[config.mk]
export PLATFORM = sky130hd
export DESIGN_NAME = rotor_seq
export DESIGN_NICKNAME = d
export VERILOG_FILES = /design/src/rtl/rotor_pkg.sv /design/src/rtl/rotor_cla.sv /design/src/rtl/rotor_modunit.sv /design/src/rtl/rotor_stepper.sv /design/src/rtl/rotor_seq.sv
export SDC_FILE = /design/constraint.sdc
export NUM_CORES = 1
export LEC_CHECK = 0
export ABC_AREA = 1
export BUFFER_PORTS_ARGS = -buffer_cell sky130_fd_sc_hd__buf_2
export CAP_MARGIN = 20
export CORE_MARGIN = 4
export CORE_UTILIZATION = 55
export CTS_BUF_LIST = sky130_fd_sc_hd__clkbuf_2 sky130_fd_sc_hd__clkbuf_4 sky130_fd_sc_hd__clkbuf_8
export DETAILED_ROUTE_END_ITERATION = 10
export PLACE_DENSITY = 0.72
export REMOVE_ABC_BUFFERS = 1
export SLEW_MARGIN = 20
export SYNTH_ARGS = -nofsm -noshare
export SYNTH_HDL_FRONTEND = slang
export SYNTH_SLANG_ARGS = --single-unit
[constraint.sdc]
create_clock -name clk -period 36.9 [get_ports clk]
set_input_delay 5.535 -clock clk [delete_from_list [all_inputs] [get_ports clk]]
set_output_delay 5.535 -clock clk [all_outputs]
set_load 0.03 [all_outputs]
[src/rtl/rotor_pkg.sv]
package rotor_pkg;
    localparam int SYM_W = 5;
    localparam int ALPHA = 26;

    typedef logic [SYM_W-1:0] sym_t;

    typedef enum logic [2:0] {
        S_IDLE, S_PLUG, S_FWD_ADD, S_FWD_SUB,
        S_REFL, S_BWD_ADD, S_BWD_SUB, S_OUT
    } phase_e;

    // Reduce a code in 26..31 back into the alphabet.
    function automatic sym_t fold(input sym_t x);
        return (int'(x) >= ALPHA) ? sym_t'(int'(x) - ALPHA) : x;
    endfunction

    // Affine wheel wiring: multiplier coprime to 26, so the map is a permutation.
    function automatic sym_t wheel_fwd(input int w, input sym_t x);
        int a;
        int b;
        case (w)
            0:       begin a = 3; b = 1;  end
            1:       begin a = 5; b = 4;  end
            2:       begin a = 7; b = 9;  end
            default: begin a = 9; b = 16; end
        endcase
        return sym_t'((a * int'(x) + b) % ALPHA);
    endfunction

    function automatic sym_t wheel_inv(input int w, input sym_t y);
        int ai;
        int b;
        case (w)
            0:       begin ai = 9;  b = 1;  end
            1:       begin ai = 21; b = 4;  end
            2:       begin ai = 15; b = 9;  end
            default: begin ai = 3;  b = 16; end
        endcase
        return sym_t'((ai * ((int'(y) + ALPHA - b) % ALPHA)) % ALPHA);
    endfunction

    function automatic sym_t reflect(input sym_t x);
        return x ^ sym_t'(1);
    endfunction

    function automatic sym_t plug_swap(input sym_t x);
        if (int'(x) < 3)
            return sym_t'(int'(x) + 13);
        else if (int'(x) >= 13 && int'(x) < 16)
            return sym_t'(int'(x) - 13);
        else
            return x;
    endfunction
endpackage

[src/rtl/rotor_cla.sv]
module rotor_cla #(
    parameter int W = 6,
    parameter int G = 3
) (
    input  logic [W-1:0] a,
    input  logic [W-1:0] b,
    output logic [W-1:0] s
);
    localparam int NG = W / G;

    logic [NG:0] cin;
    assign cin[0] = 1'b0;

    for (genvar k = 0; k < NG; k++) begin : g_grp
        logic [G-1:0] sg;
        logic         gg;
        logic         gp;
        always_comb begin
            logic c;
            c  = cin[k];
            gg = 1'b0;
            gp = 1'b1;
            for (int j = 0; j < G; j++) begin
                sg[j] = a[k*G+j] ^ b[k*G+j] ^ c;
                c     = (a[k*G+j] & b[k*G+j]) | ((a[k*G+j] ^ b[k*G+j]) & c);
                gg    = (a[k*G+j] & b[k*G+j]) | ((a[k*G+j] ^ b[k*G+j]) & gg);
                gp    = gp & (a[k*G+j] ^ b[k*G+j]);
            end
        end
        assign s[k*G +: G] = sg;
        // group lookahead carry into the next group
        assign cin[k+1] = gg | (gp & cin[k]);
    end
endmodule

[src/rtl/rotor_modunit.sv]
module rotor_modunit #(
    parameter int W = 5,
    parameter int A = 26,
    parameter int G = 3
) (
    input  logic [W-1:0] a,
    input  logic [W-1:0] b,
    input  logic         sub,
    output logic [W-1:0] y
);
    localparam int SW = W + 1;

    logic [SW-1:0] b_eff;
    logic [SW-1:0] sum;

    // subtraction as addition of the complement against the modulus
    assign b_eff = sub ? (SW'(A) - {1'b0, b}) : {1'b0, b};

    rotor_cla #(.W(SW), .G(G)) u_cla (
        .a ({1'b0, a}),
        .b (b_eff),
        .s (sum)
    );

    assign y = (sum >= SW'(A)) ? W'(sum - SW'(A)) : W'(sum);

    always_comb begin
        if (int'(a) < A && int'(b) < A) begin
            p_mod_result_r11: assert (int'(y) ==
                (sub ? ((int'(a) - int'(b) + A) % A) : ((int'(a) + int'(b)) % A)));
        end
    end
endmodule

[src/rtl/rotor_stepper.sv]
module rotor_stepper #(
    parameter int W = 5,
    parameter int N = 4,
    parameter int A = 26
) (
    input  logic [N*W-1:0] cur_i,
    input  logic           all_i,
    output logic [N*W-1:0] nxt_o
);
    logic [N-1:0] cy;
    assign cy[0] = 1'b1;

    for (genvar i = 0; i < N; i++) begin : g_wheel
        logic act;
        logic at_top;
        if (i < N - 1) begin : g_always
            assign act = 1'b1;
        end else begin : g_mode
            assign act = all_i;
        end
        assign at_top = (cur_i[i*W +: W] == W'(A - 1));
        assign nxt_o[i*W +: W] = (cy[i] & act)
                               ? (at_top ? '0 : cur_i[i*W +: W] + W'(1))
                               : cur_i[i*W +: W];
        if (i < N - 1) begin : g_carry
            assign cy[i+1] = cy[i] & act & at_top;
        end
    end
endmodule

[src/rtl/rotor_seq.sv]
module rotor_seq
    import rotor_pkg::*;
#(
    parameter int LETTER_W = rotor_pkg::SYM_W,
    parameter int WHEELS   = 4
) (
    input  logic                         clk,
    input  logic                         rst_n,
    input  logic                         start,
    input  logic [LETTER_W-1:0]          letter_in,
    input  logic                         four_wheels,
    input  logic                         pos_load,
    input  logic [WHEELS*LETTER_W-1:0]   pos_in,
    output logic                         done,
    output logic [LETTER_W-1:0]          letter_out
);
    localparam int IDX_W = $clog2(WHEELS);
    localparam int POS_W = WHEELS * LETTER_W;
    localparam int CNT_W = $clog2(4 * WHEELS + 8);

    phase_e           state_q, state_d;
    logic [IDX_W-1:0] idx_q, idx_d;
    logic [IDX_W-1:0] last_idx;
    sym_t             cur_q, cur_d;
    logic             four_q;
    sym_t             pos_q [WHEELS];
    logic [POS_W-1:0] pos_flat;
    logic [POS_W-1:0] step_flat;
    sym_t             mod_y;
    logic             mod_sub;

    for (genvar i = 0; i < WHEELS; i++) begin : g_flat
        assign pos_flat[i*LETTER_W +: LETTER_W] = pos_q[i];
    end

    assign last_idx = four_q ? IDX_W'(WHEELS - 1) : IDX_W'(WHEELS - 2);
    assign mod_sub  = (state_q == S_FWD_SUB) || (state_q == S_BWD_SUB);

    rotor_modunit #(.W(LETTER_W), .A(ALPHA), .G(3)) u_mod (
        .a   (cur_q),
        .b   (pos_q[idx_q]),
        .sub (mod_sub),
        .y   (mod_y)
    );

    rotor_stepper #(.W(LETTER_W), .N(WHEELS), .A(ALPHA)) u_step (
        .cur_i (pos_flat),
        .all_i (four_q),
        .nxt_o (step_flat)
    );

    // state register
    always_ff @(posedge clk or negedge rst_n) begin
        if (!rst_n) begin
            state_q <= S_IDLE;
            idx_q   <= '0;
        end else begin
            state_q <= state_d;
            idx_q   <= idx_d;
        end
    end

    // next-state and wheel index
    always_comb begin
        state_d = state_q;
        idx_d   = idx_q;
        unique case (state_q)
            S_IDLE:    if (start) state_d = S_PLUG;
            S_PLUG:    begin state_d = S_FWD_ADD; idx_d = '0; end
            S_FWD_ADD: state_d = S_FWD_SUB;
            S_FWD_SUB: begin
                if (idx_q == last_idx) state_d = S_REFL;
                else begin state_d = S_FWD_ADD; idx_d = idx_q + IDX_W'(1); end
            end
            S_REFL:    state_d = S_BWD_ADD;
            S_BWD_ADD: state_d = S_BWD_SUB;
            S_BWD_SUB: begin
                if (idx_q == '0) state_d = S_OUT;
                else begin state_d = S_BWD_ADD; idx_d = idx_q - IDX_W'(1); end
            end
            S_OUT:     state_d = S_IDLE;
        endcase
    end

    // datapath letter per phase
    always_comb begin
        cur_d = cur_q;
        unique case (state_q)
            S_IDLE:    if (start) cur_d = fold(letter_in);
            S_PLUG:    cur_d = plug_swap(cur_q);
            S_FWD_ADD: cur_d = wheel_fwd(int'(idx_q), mod_y);
            S_FWD_SUB: cur_d = mod_y;
            S_REFL:    cur_d = reflect(cur_q);
            S_BWD_ADD: cur_d = wheel_inv(int'(idx_q), mod_y);
            S_BWD_SUB: cur_d = mod_y;
            S_OUT:     cur_d = cur_q;
        endcase
    end

    always_ff @(posedge clk or negedge rst_n) begin
        if (!rst_n) begin
            cur_q      <= '0;
            four_q     <= 1'b0;
            done       <= 1'b0;
            letter_out <= '0;
            for (int i = 0; i < WHEELS; i++) pos_q[i] <= '0;
        end else begin
            cur_q <= cur_d;
            done  <= (state_q == S_OUT);
            if (state_q == S_IDLE && start) four_q <= four_wheels;
            if (state_q == S_OUT) begin
                letter_out <= plug_swap(cur_q);
                for (int i = 0; i < WHEELS; i++)
                    pos_q[i] <= step_flat[i*LETTER_W +: LETTER_W];
            end else if (state_q == S_IDLE && pos_load) begin
                for (int i = 0; i < WHEELS; i++)
                    pos_q[i] <= fold(pos_in[i*LETTER_W +: LETTER_W]);
            end
        end
    end

    // cycle count since acceptance, used only by the latency check
    logic [CNT_W-1:0] lat_cnt;
    always_ff @(posedge clk or negedge rst_n) begin
        if (!rst_n)                           lat_cnt <= '0;
        else if (state_q == S_IDLE && start)  lat_cnt <= CNT_W'(1);
        else if (state_q != S_IDLE)           lat_cnt <= lat_cnt + CNT_W'(1);
    end

    p_latency_r3: assert property (@(posedge clk) disable iff (!rst_n)
        done |-> (lat_cnt == (four_q ? CNT_W'(4*WHEELS + 4) : CNT_W'(4*(WHEELS-1) + 4))));

    p_done_pulse_r4: assert property (@(posedge clk) disable iff (!rst_n)
        done |=> !done);

    p_out_range_r5: assert property (@(posedge clk) disable iff (!rst_n)
        done |-> (int'(letter_out) < ALPHA));

    p_pos_hold_r7: assert property (@(posedge clk) disable iff (!rst_n)
        (state_q != S_OUT && !(state_q == S_IDLE && pos_load)) |=> $stable(pos_flat));

    p_start_ignored_r9: assert property (@(posedge clk) disable iff (!rst_n)
        (state_q != S_IDLE) |=> (state_q != S_PLUG));
endmodule

# Yosys cells after proc, flatten, opt, wreduce, memory -nomap -nowiden
# Cells that the tools add are included.
[word_totals]
register_bits = 37
inputBits = 30
out_inout_bits = 6
word_cells = 147
[op_classes]
n_addsub = 18
mul = 2
n_div = 3
magnitude_cmp = 10
eq_ne = 20
muxes = 38
bitwise = 30
reduce_logical = 15
[op_table]
columns = ["op", "count"]
rows = [
  ["$mux W32", 4],
  ["$mod A32 B6 Y32 const B", 3],
  ["$mux W5", 18],
  ["$mux W20", 2],
  ["$add A32 B32 Y32", 1],
  ["$mul A32 B32 Y32", 1],
  ["$mul A32 B6 Y32", 1],
  ["$sub A7 B32 Y32", 1],
  ["$pmux W5 S3", 2],
  ["$pmux W5 S6", 1],
  ["$sub A5 B5 Y5 const B", 6],
  ["$ge A5 B5 Y1 const B", 5],
  ["$pmux W3 S8", 1],
  ["$add A5 B1 Y5 const B", 4],
  ["$eq A5 B5 Y1 const B", 4],
  ["$and A1 B1 Y1", 12],
  ["$eq A3 B3 Y1 const B", 4],
  ["$pmux W4 S3", 1],
  ["$bmux W5 S2", 1],
  ["$xor A1 B1 Y1", 10],
  ["$reduce_and A2 Y1", 4],
  ["$add A5 B5 Y6 const B", 1],
  ["$eq A3 B2 Y1 const B", 2],
  ["$ge A6 B5 Y1 const B", 1],
  ["other kinds (31)", 46],
]

# Logic depth before layout (Yosys ltp)
# Gate-level depths: netlist of the first run.
[depth]
ltp_word = 24
ltp_mapped = 259
depth_no_buf = 258

# By module
# A second synthesis of the first run with hierarchy kept.
[unflattened]
cells_unflattened = 2546
area_unflattened_um2 = 16615.9
[modules_own_cells]
columns = ["module", "instances", "cells_per_inst", "area_each_um2", "seq_area_each_um2"]
rows = [
  ["rotor_seq", 1, 2367, 15605.0, 925.9],
  ["rotor_stepper", 1, 120, 654.4, 0.0],
  ["rotor_modunit", 1, 45, 226.5, 0.0],
  ["rotor_cla", 1, 14, 130.1, 0.0],
]

# Worst setup path after synthesis of the first run
# No wires, ideal clock.
[synth_path]
path_kind = "flip-flop to flip-flop"
startpoint = "register idx_q[0]"
endpoint = "register cur_q[4]"
setup_time_ns = 0.116
t_arrival_ns = 25.485
required_ns = 36.784
setup_slack_ns = 11.298
path_stages_with_launch = 241
path_buffers = 3
synth_period_minus_slack_ns = 25.602
cell_sequence = "dfrtp_1 -> inv_2 -> buf_4 -> nand2_1 -> nand3_1 -> nand2_2 -> ha_1 -> o21ai_0 -> fa_1 -> fa_1 -> fa_1 -> fa_1 -> inv_1 -> o31ai_1 -> nand3b_1 -> nand2_1 -> inv_1 -> ha_1 -> [... 205 more ...] -> nor2_1 -> nand2_2 -> nand2_2 -> nand2_1 -> nand2_1 -> a21oi_2 -> nand2_2 -> nand2_4 -> nand2_2 -> nand2_2 -> ha_1 -> nand3_1 -> o21ai_0 -> nand2_1 -> nand3_1 -> nand2_1 -> nand2_1 -> nand2_1"
[synth_between]
elab_chain_len = 24
[synth_rtl]
columns = ["item", "line", "rtl"]
rows = [
  ["start, declared", "rotor_seq.sv:22", "logic [IDX_W-1:0] idx_q, idx_d;"],
  ["start signal, assigned", "rotor_seq.sv:59", "idx_q <= idx_d;"],
  ["$not A2 Y3 (not written as such)", "rotor_seq.sv:41", ".b (pos_q[idx_q]),"],
  ["$bmux W5 S2", "rotor_seq.sv:41", ""],
  ["$mux W5 (not written as such) (2 in series)", "rotor_seq.sv:41", ""],
  ["$sub A5 B5 Y6", "rotor_modunit.sv:17", "assign b_eff = sub ? (SW'(A) - {1'b0, b}) : {1'b0, b};"],
  ["$mux W6", "rotor_modunit.sv:17", ""],
  ["$xor A1 B1 Y1 or $and A1 B1 Y1 (tied branches)", "-", ""],
  ["$and A1 B1 Y1", "rotor_cla.sv:25, rotor_cla.sv:26", ""],
  ["$or A1 B1 Y1", "rotor_cla.sv:25, rotor_cla.sv:26", ""],
  ["[... 7 more ...]", "-", ""],
  ["$ge A6 B5 Y1", "rotor_modunit.sv:25", "assign y = (sum >= SW'(A)) ? W'(sum - SW'(A)) : W'(sum);"],
  ["$mux W5", "rotor_modunit.sv:25", ""],
  ["$add A5 B5 Y6", "rotor_pkg.sv:39", "return sym_t'((ai * ((int'(y) + ALPHA - b) % ALPHA)) % ALPHA);"],
  ["$sub A7 B32 Y32", "rotor_pkg.sv:39", ""],
  ["$mod A32 B6 Y32", "rotor_pkg.sv:39", ""],
  ["$mul A32 B32 Y32", "rotor_pkg.sv:39", ""],
  ["$mod A32 B6 Y32", "rotor_pkg.sv:39", ""],
  ["$pmux W5 S6 (*)", "rotor_seq.sv:88", "unique case (state_q)"],
  ["end signal, assigned", "rotor_seq.sv:108", "cur_q <= cur_d;"],
  ["end, declared", "rotor_seq.sv:24", "sym_t cur_q, cur_d;"],
]
# Mark *: on every way between the ends. The rest lies on a longest branch, timed or not. The select of a mux whose other input is x is not followed.
# A chain may end at the register's enable or synchronous reset.

# Worst setup path after layout of the first run
[layout_path]
startpoint = "register idx_q[0]"
endpoint = "register cur_q[2]"
# The elaborated chain is that of the path after synthesis.

==> metrics, run 1 <==
final WL 36.28 mm; Setup crit end cur_q[2]; # IOs 36; Initial DRC Count 779; Syn. warnings 0; syn avg cell area 6.602 um2; Slew headroom 0.3852; die width 179.4 um; clock root buffer clkbuf_8; count of cell types in the netlist 56; sequential fraction of the synthesis area 0.05733; Placement Rows 62; crit-path leading delay family simple AND/OR/NAND/NOR gates; global-route wire length before repair 62.76 mm; crit-path most repeated cell nand2_1; total grt overflow 0; end of the worst register-to-register path cur_q[2]; Fmax 33.87 MHz; DRC viols 0; Die ar. 32170 um2; Worst Max-Slew Pin Slew 0.9126 ns; RR Startpoint idx_q[0]; post-CTS setup buffer count 0; most numerous cell in the Yosys netlist inv_1; CTS H-tree lvls 2; fin crit share 0.8001; wire per inst 12.73 um; Final Non-Filler Cells 2849; Reg2Reg Setup Slack 7.38 ns; Synth async-reset ratio 1.000; vias in the first global route 14.61k; nets 2848; Hold Crit Start letter_out[2]; RSZ-0062 raised after global routing no; maximum root-to-sink buffer count 2; leading cell types by count after synthesis inv_1, nand2_1, ha_1; worst hold path class reg -> reg; n_diodes 0; Mapped Area 16150 um2; slowest CP cell dfrtp_1; GRT Overall Usage 0.2281; hold-fix buffers at CTS 0; Die Span Y 179.4 um; starting density of the core 0.5596; largest net degree at the start of global routing 40; CORE AREA 28860 um2; Synth area leaders ha_1, inv_1, fa_1; CTS clk-pin slew, worst paths 0.08 ns; max-slew violation count 0; Multi-input gate area 12960 um2; Fillers 2795; Synth Instances 2446; CTS resizes 0; Arrival @ worst endpoint 29.72 ns; # clock sinks 37; worst stage delay on the critical path 0.55 ns; worst skew pair latency 0.30 ns; critical path fanouts, max 31; Vias 15.08k; Clock Skews 0.008157 ns; nature of the critical path endpoint register; initial antenna violation count 0; Post-synth EDFFs 0; Post-synth top flop dfrtp_1; dominant cell type by area after synthesis ha_1; Worst R2R Path Depth 227; placed cell count 2842; final setup violation count 0; Crit Path Category reg -> reg; max cap viols 0; Hold Fails Final Rpt 0; vias per inst 5.294; number of synthesized register bits 37; GP Congestion 0.8941; area grow syn2layout 3.378%; status completed; share of layout cells above drive strength 1 0.1249; TNS Setup 0 ns; CP required 37.09 ns; number of port buffers 35; WP depth 227; CTS tree built; post-synth top area share 0.2030; Setup crit start idx_q[0]; Register Area 925.9 um2; min cycle time layout 29.52 ns; cts bufs inserted 5; dpl hpwl 30.95 mm; Detailed Routing Iterations Pass 1 5; ANT nets after route 0; crit path launch type register; WP buf/inv 23
sequential cells by signal, indices dropped and copies added, names as in the netlist:
register	flops
letter_out	5
four_q	1
cur_q	5
idx_q	2
pos_flat	20
state_q	3
done	1
area by class of cell:
cell class | count | share of cell area
flip-flops and latches | 37 | 0.05546
well taps | 384 | 0.02878
inverters | 524 | 0.1197
clock buffers | 7 | 0.005396
multi-input cells | 1854 | 0.7766
repair buffers | 43 | 0.01409
layer usage:
| metal | routed length, um | share of wire | global-route usage |
|---|---|---|---|
| met1 | 15640 | 0.43 | 0.2699 |
| met2 | 18720 | 0.52 | 0.4481 |
| met3 | 935 | 0.026 | 0.008603 |
| met4 | 977 | 0.027 | 0.06093 |
| met5 | 0 | 0 | 0 |
per-stage QoR:
step	setup slack [ns]	hold WS (ns)	util	area [um2]
after floorplan	10.45	0.5096	-	15880
after global placement	8.921	0.4645	0.5754	16600
after detailed placement	7.714	0.4644	0.5754	16600
after CTS	7.610	0.4874	0.5785	16690
after global routing	4.095	0.5144	0.5785	16690
final	7.376	0.4796	0.5785	16690
cell usage in the layout (no fill, tap or decap), types with 38 or more instances in the layout:
master | Yosys | final
inv_1 | 492 | 492
nand2_1 | 474 | 474
ha_1 | 262 | 262
nand3_1 | 202 | 202
nor2_1 | 191 | 191
nand2_2 | 133 | 133
o21ai_0 | 91 | 91
fa_1 | 91 | 91
a21oi_1 | 71 | 71
xor2_1 | 59 | 59
nand4_1 | 38 | 38
worst register-to-register path, delay by kind of cell, from the launching register on:
| kind | cells | cell delay (ns) |
|---|---|---|
| fa+ha+maj | 19 | 6.73 |
| flops | 1 | 0.55 |
| compound gates | 17 | 2.73 |
| xor+xnor | 2 | 0.45 |
| simple gates | 166 | 16.43 |
| buf+inv | 23 | 2.54 |
worst min-delay path by stage:
stage	endpoint	depth (start not counted)
2_1_floorplan	cur_q[2]	2
3_3_place_gp	letter_out[3]	2
3_5_place_dp	letter_out[3]	2
4_1_cts	letter_out[2]	2
5_1_grt	letter_out[3]	2
6_report	letter_out[2]	2
cells by family (layout without fill, tap and decap cells):
logic type / after synthesis / count (layout) / share of synthesized area
mux: 1 / 1 / 0.0006198
compound gates: 256 / 256 / 0.09081
buf+inv: 555 / 574 / 0.1406
fa+ha+maj: 353 / 353 / 0.3158
flops: 37 / 37 / 0.05733
xor+xnor: 86 / 86 / 0.04711
simple gates: 1158 / 1158 / 0.3477
Power of run 1 is not shown: default switching activity piles up to over one toggle a cycle in this logic, so the estimate is an artifact.
==> inputs of run 2 (changes only) <==
PLACE_DENSITY = 0.75   (was 0.72)
clock period = 25.6 ns   (was 36.9 ns; I/O delays follow)
==> metrics, run 2 (synthesis gave the netlist of run 1 again) <==
status finished, violations left; failing checks setup timing; final worst slack -1.031 ns (-8.407 ns); Placement Rows 62 (unchanged); CORE AREA 28860 um2 (unchanged); hold-fix buffers at CTS 0 (unchanged); worst stage delay on the critical path 0.54 ns (about the same); ANT nets after route 0 (unchanged); Worst R2R Path Depth 239 (+5.3%); CP required 25.80 ns (-11.29 ns); Hold Crit Endpoint letter_out[3]; Initial DRC Count 1207 (+55%); design area 20880 um2 (+25%); Die Span Y 179.4 um (unchanged); share of layout cells above drive strength 1 0.3386 (+0.2137); max cap viols 0 (unchanged); commonest non-fill, non-tap cells in the layout inv_1, nand2_1, buf_4, ha_1, nand2_2; critical path fanouts, max 8 (-74%); worst skew pair latency 0.31 ns (about the same); dpl hpwl 32.60 mm (+5.3%); vias per inst 5.526 (+4.4%); CTS H-tree lvls 2 (unchanged); fin crit share 1.040 (+0.2402); Area after DPL 17760 um2 (+6.9%); hold path depth 2 (unchanged); final WL 46.65 mm (+29%); worst hold path class reg -> reg; Reg2Reg Setup Slack -1.03 ns (-8.41 ns); number of port buffers 35 (unchanged); Crit Path Category reg -> reg; RR Startpoint idx_q[0]; RSZ-0062 raised after global routing yes; final setup violation count 4 (+4); die width 179.4 um (unchanged); CTS tree built; Hold Fails Final Rpt 0 (unchanged); CTS clk-pin slew, worst paths 0.07 ns (about the same); # clock sinks 37 (unchanged); GRT Overall Usage 0.2551 (+0.02709); nets 3091 (+8.5%); initial antenna violation count 0 (unchanged); Hold Crit Start letter_out[3]; n_diodes 0 (unchanged); GP Congestion 0.8988 (+0.53%); clock root buffer clkbuf_8; area grow syn2layout 29.32%; min cycle time layout 26.63 ns (-2.893 ns); utilization after layout 0.7237 (+0.1452); max reg flops 20 (unchanged); Final Non-Filler Cells 3092 (+8.5%); cts bufs inserted 5 (unchanged); Fillers 2084 (-25%); Arrival @ worst endpoint 26.83 ns (-2.89 ns); Vias 17.09k (+13%); slowest CP cell fa_1; Worst Max-Slew Pin Slew 0.8686 ns (-0.04402 ns); DRC viols 0 (unchanged); total grt overflow 0 (unchanged); Clock Skews 0.007872 ns (-0.0002852 ns); end of the worst register-to-register path cur_q[3]; global-route wire length before repair 70.17 mm (+12%); commonest non-fill, non-tap cell in the layout inv_1; Fmax 37.55 MHz (+11%); Slew headroom 0.4210 (+0.03578); vias in the first global route 16.14k (+10%); largest net degree at the start of global routing 38 (-5.0%); crit-path most repeated cell nand2_4; nature of the critical path endpoint register; starting density of the core 0.5596 (unchanged); wire per inst 15.09 um (+18%); # IOs 36 (unchanged); crit path launch type register; max-slew violation count 0 (unchanged); placed cell count 2994 (+5.3%); maximum root-to-sink buffer count 2 (unchanged); Detailed Routing Iterations Pass 1 8 (+3); Die ar. 32170 um2 (unchanged)
[run 2: worst max path at each step]
stage,start,end,cells past startpoint
CTS,idx_q[0],cur_q[4],249
global route,idx_q[0],cur_q[3],229
detailed placement,idx_q[0],cur_q[4],236
finish,idx_q[0],cur_q[3],239
global placement,idx_q[0],cur_q[4],232
floorplan,idx_q[0],cur_q[2],223
[run 2: layout make-up]
| cell class | instances | area (um2) | share of cell area |
|---|---|---|---|
| inverter | 524 | 2006 | 0.09604 |
| sequential | 37 | 928.4 | 0.04446 |
| tap | 384 | 480.5 | 0.02301 |
| clock buffer | 6 | 82.58 | 0.003954 |
| multi-input combinational | 1854 | 15250 | 0.7301 |
| timing repair buffer | 286 | 2132 | 0.1021 |
| clock inverter | 1 | 7.507 | 0.0003595 |
[run 2: critical path: cells and delay by family, from the launching register on]
family          cells  cell delay [ns]
simple gates      178            15.92
compound gates     14             1.66
flops               1             0.47
xor+xnor            2             0.43
fa+ha+maj          18             5.97
buf+inv            27             1.95
[run 2: per-stage QoR]
stage	TNS (ns)	setup slack [ns]	hold WS, ns
6_report	-4.063	-1.031	0.4799
3_3_place_gp	-0.8031	-0.2489	0.4678
4_1_cts	0	0.004114	0.4847
2_1_floorplan	-3.129	-0.8527	0.5096
3_5_place_dp	-5.414	-1.403	0.4643
5_1_grt	-11.35	-2.882	0.5061
[run 2: layer usage]
metal,vias to the layer above,part of all wire,track usage
li1,8310,-,-
met1,8038,0.38,0.3005
met2,570,0.53,0.4948
met3,167,0.043,0.01595
met4,0,0.045,0.07553
met5,-,0,0
[run 2: repair_timing]
| action | 4_1_cts | 5_1_grt |
|---|---|---|
| pin swaps | 88 | 198 |
| resized for setup | 186 | 377 |
| buffers inserted | 54 | 37 |
| setup endpoints to repair | 4 | 4 |
Power of run 2 is left out for the same reason.
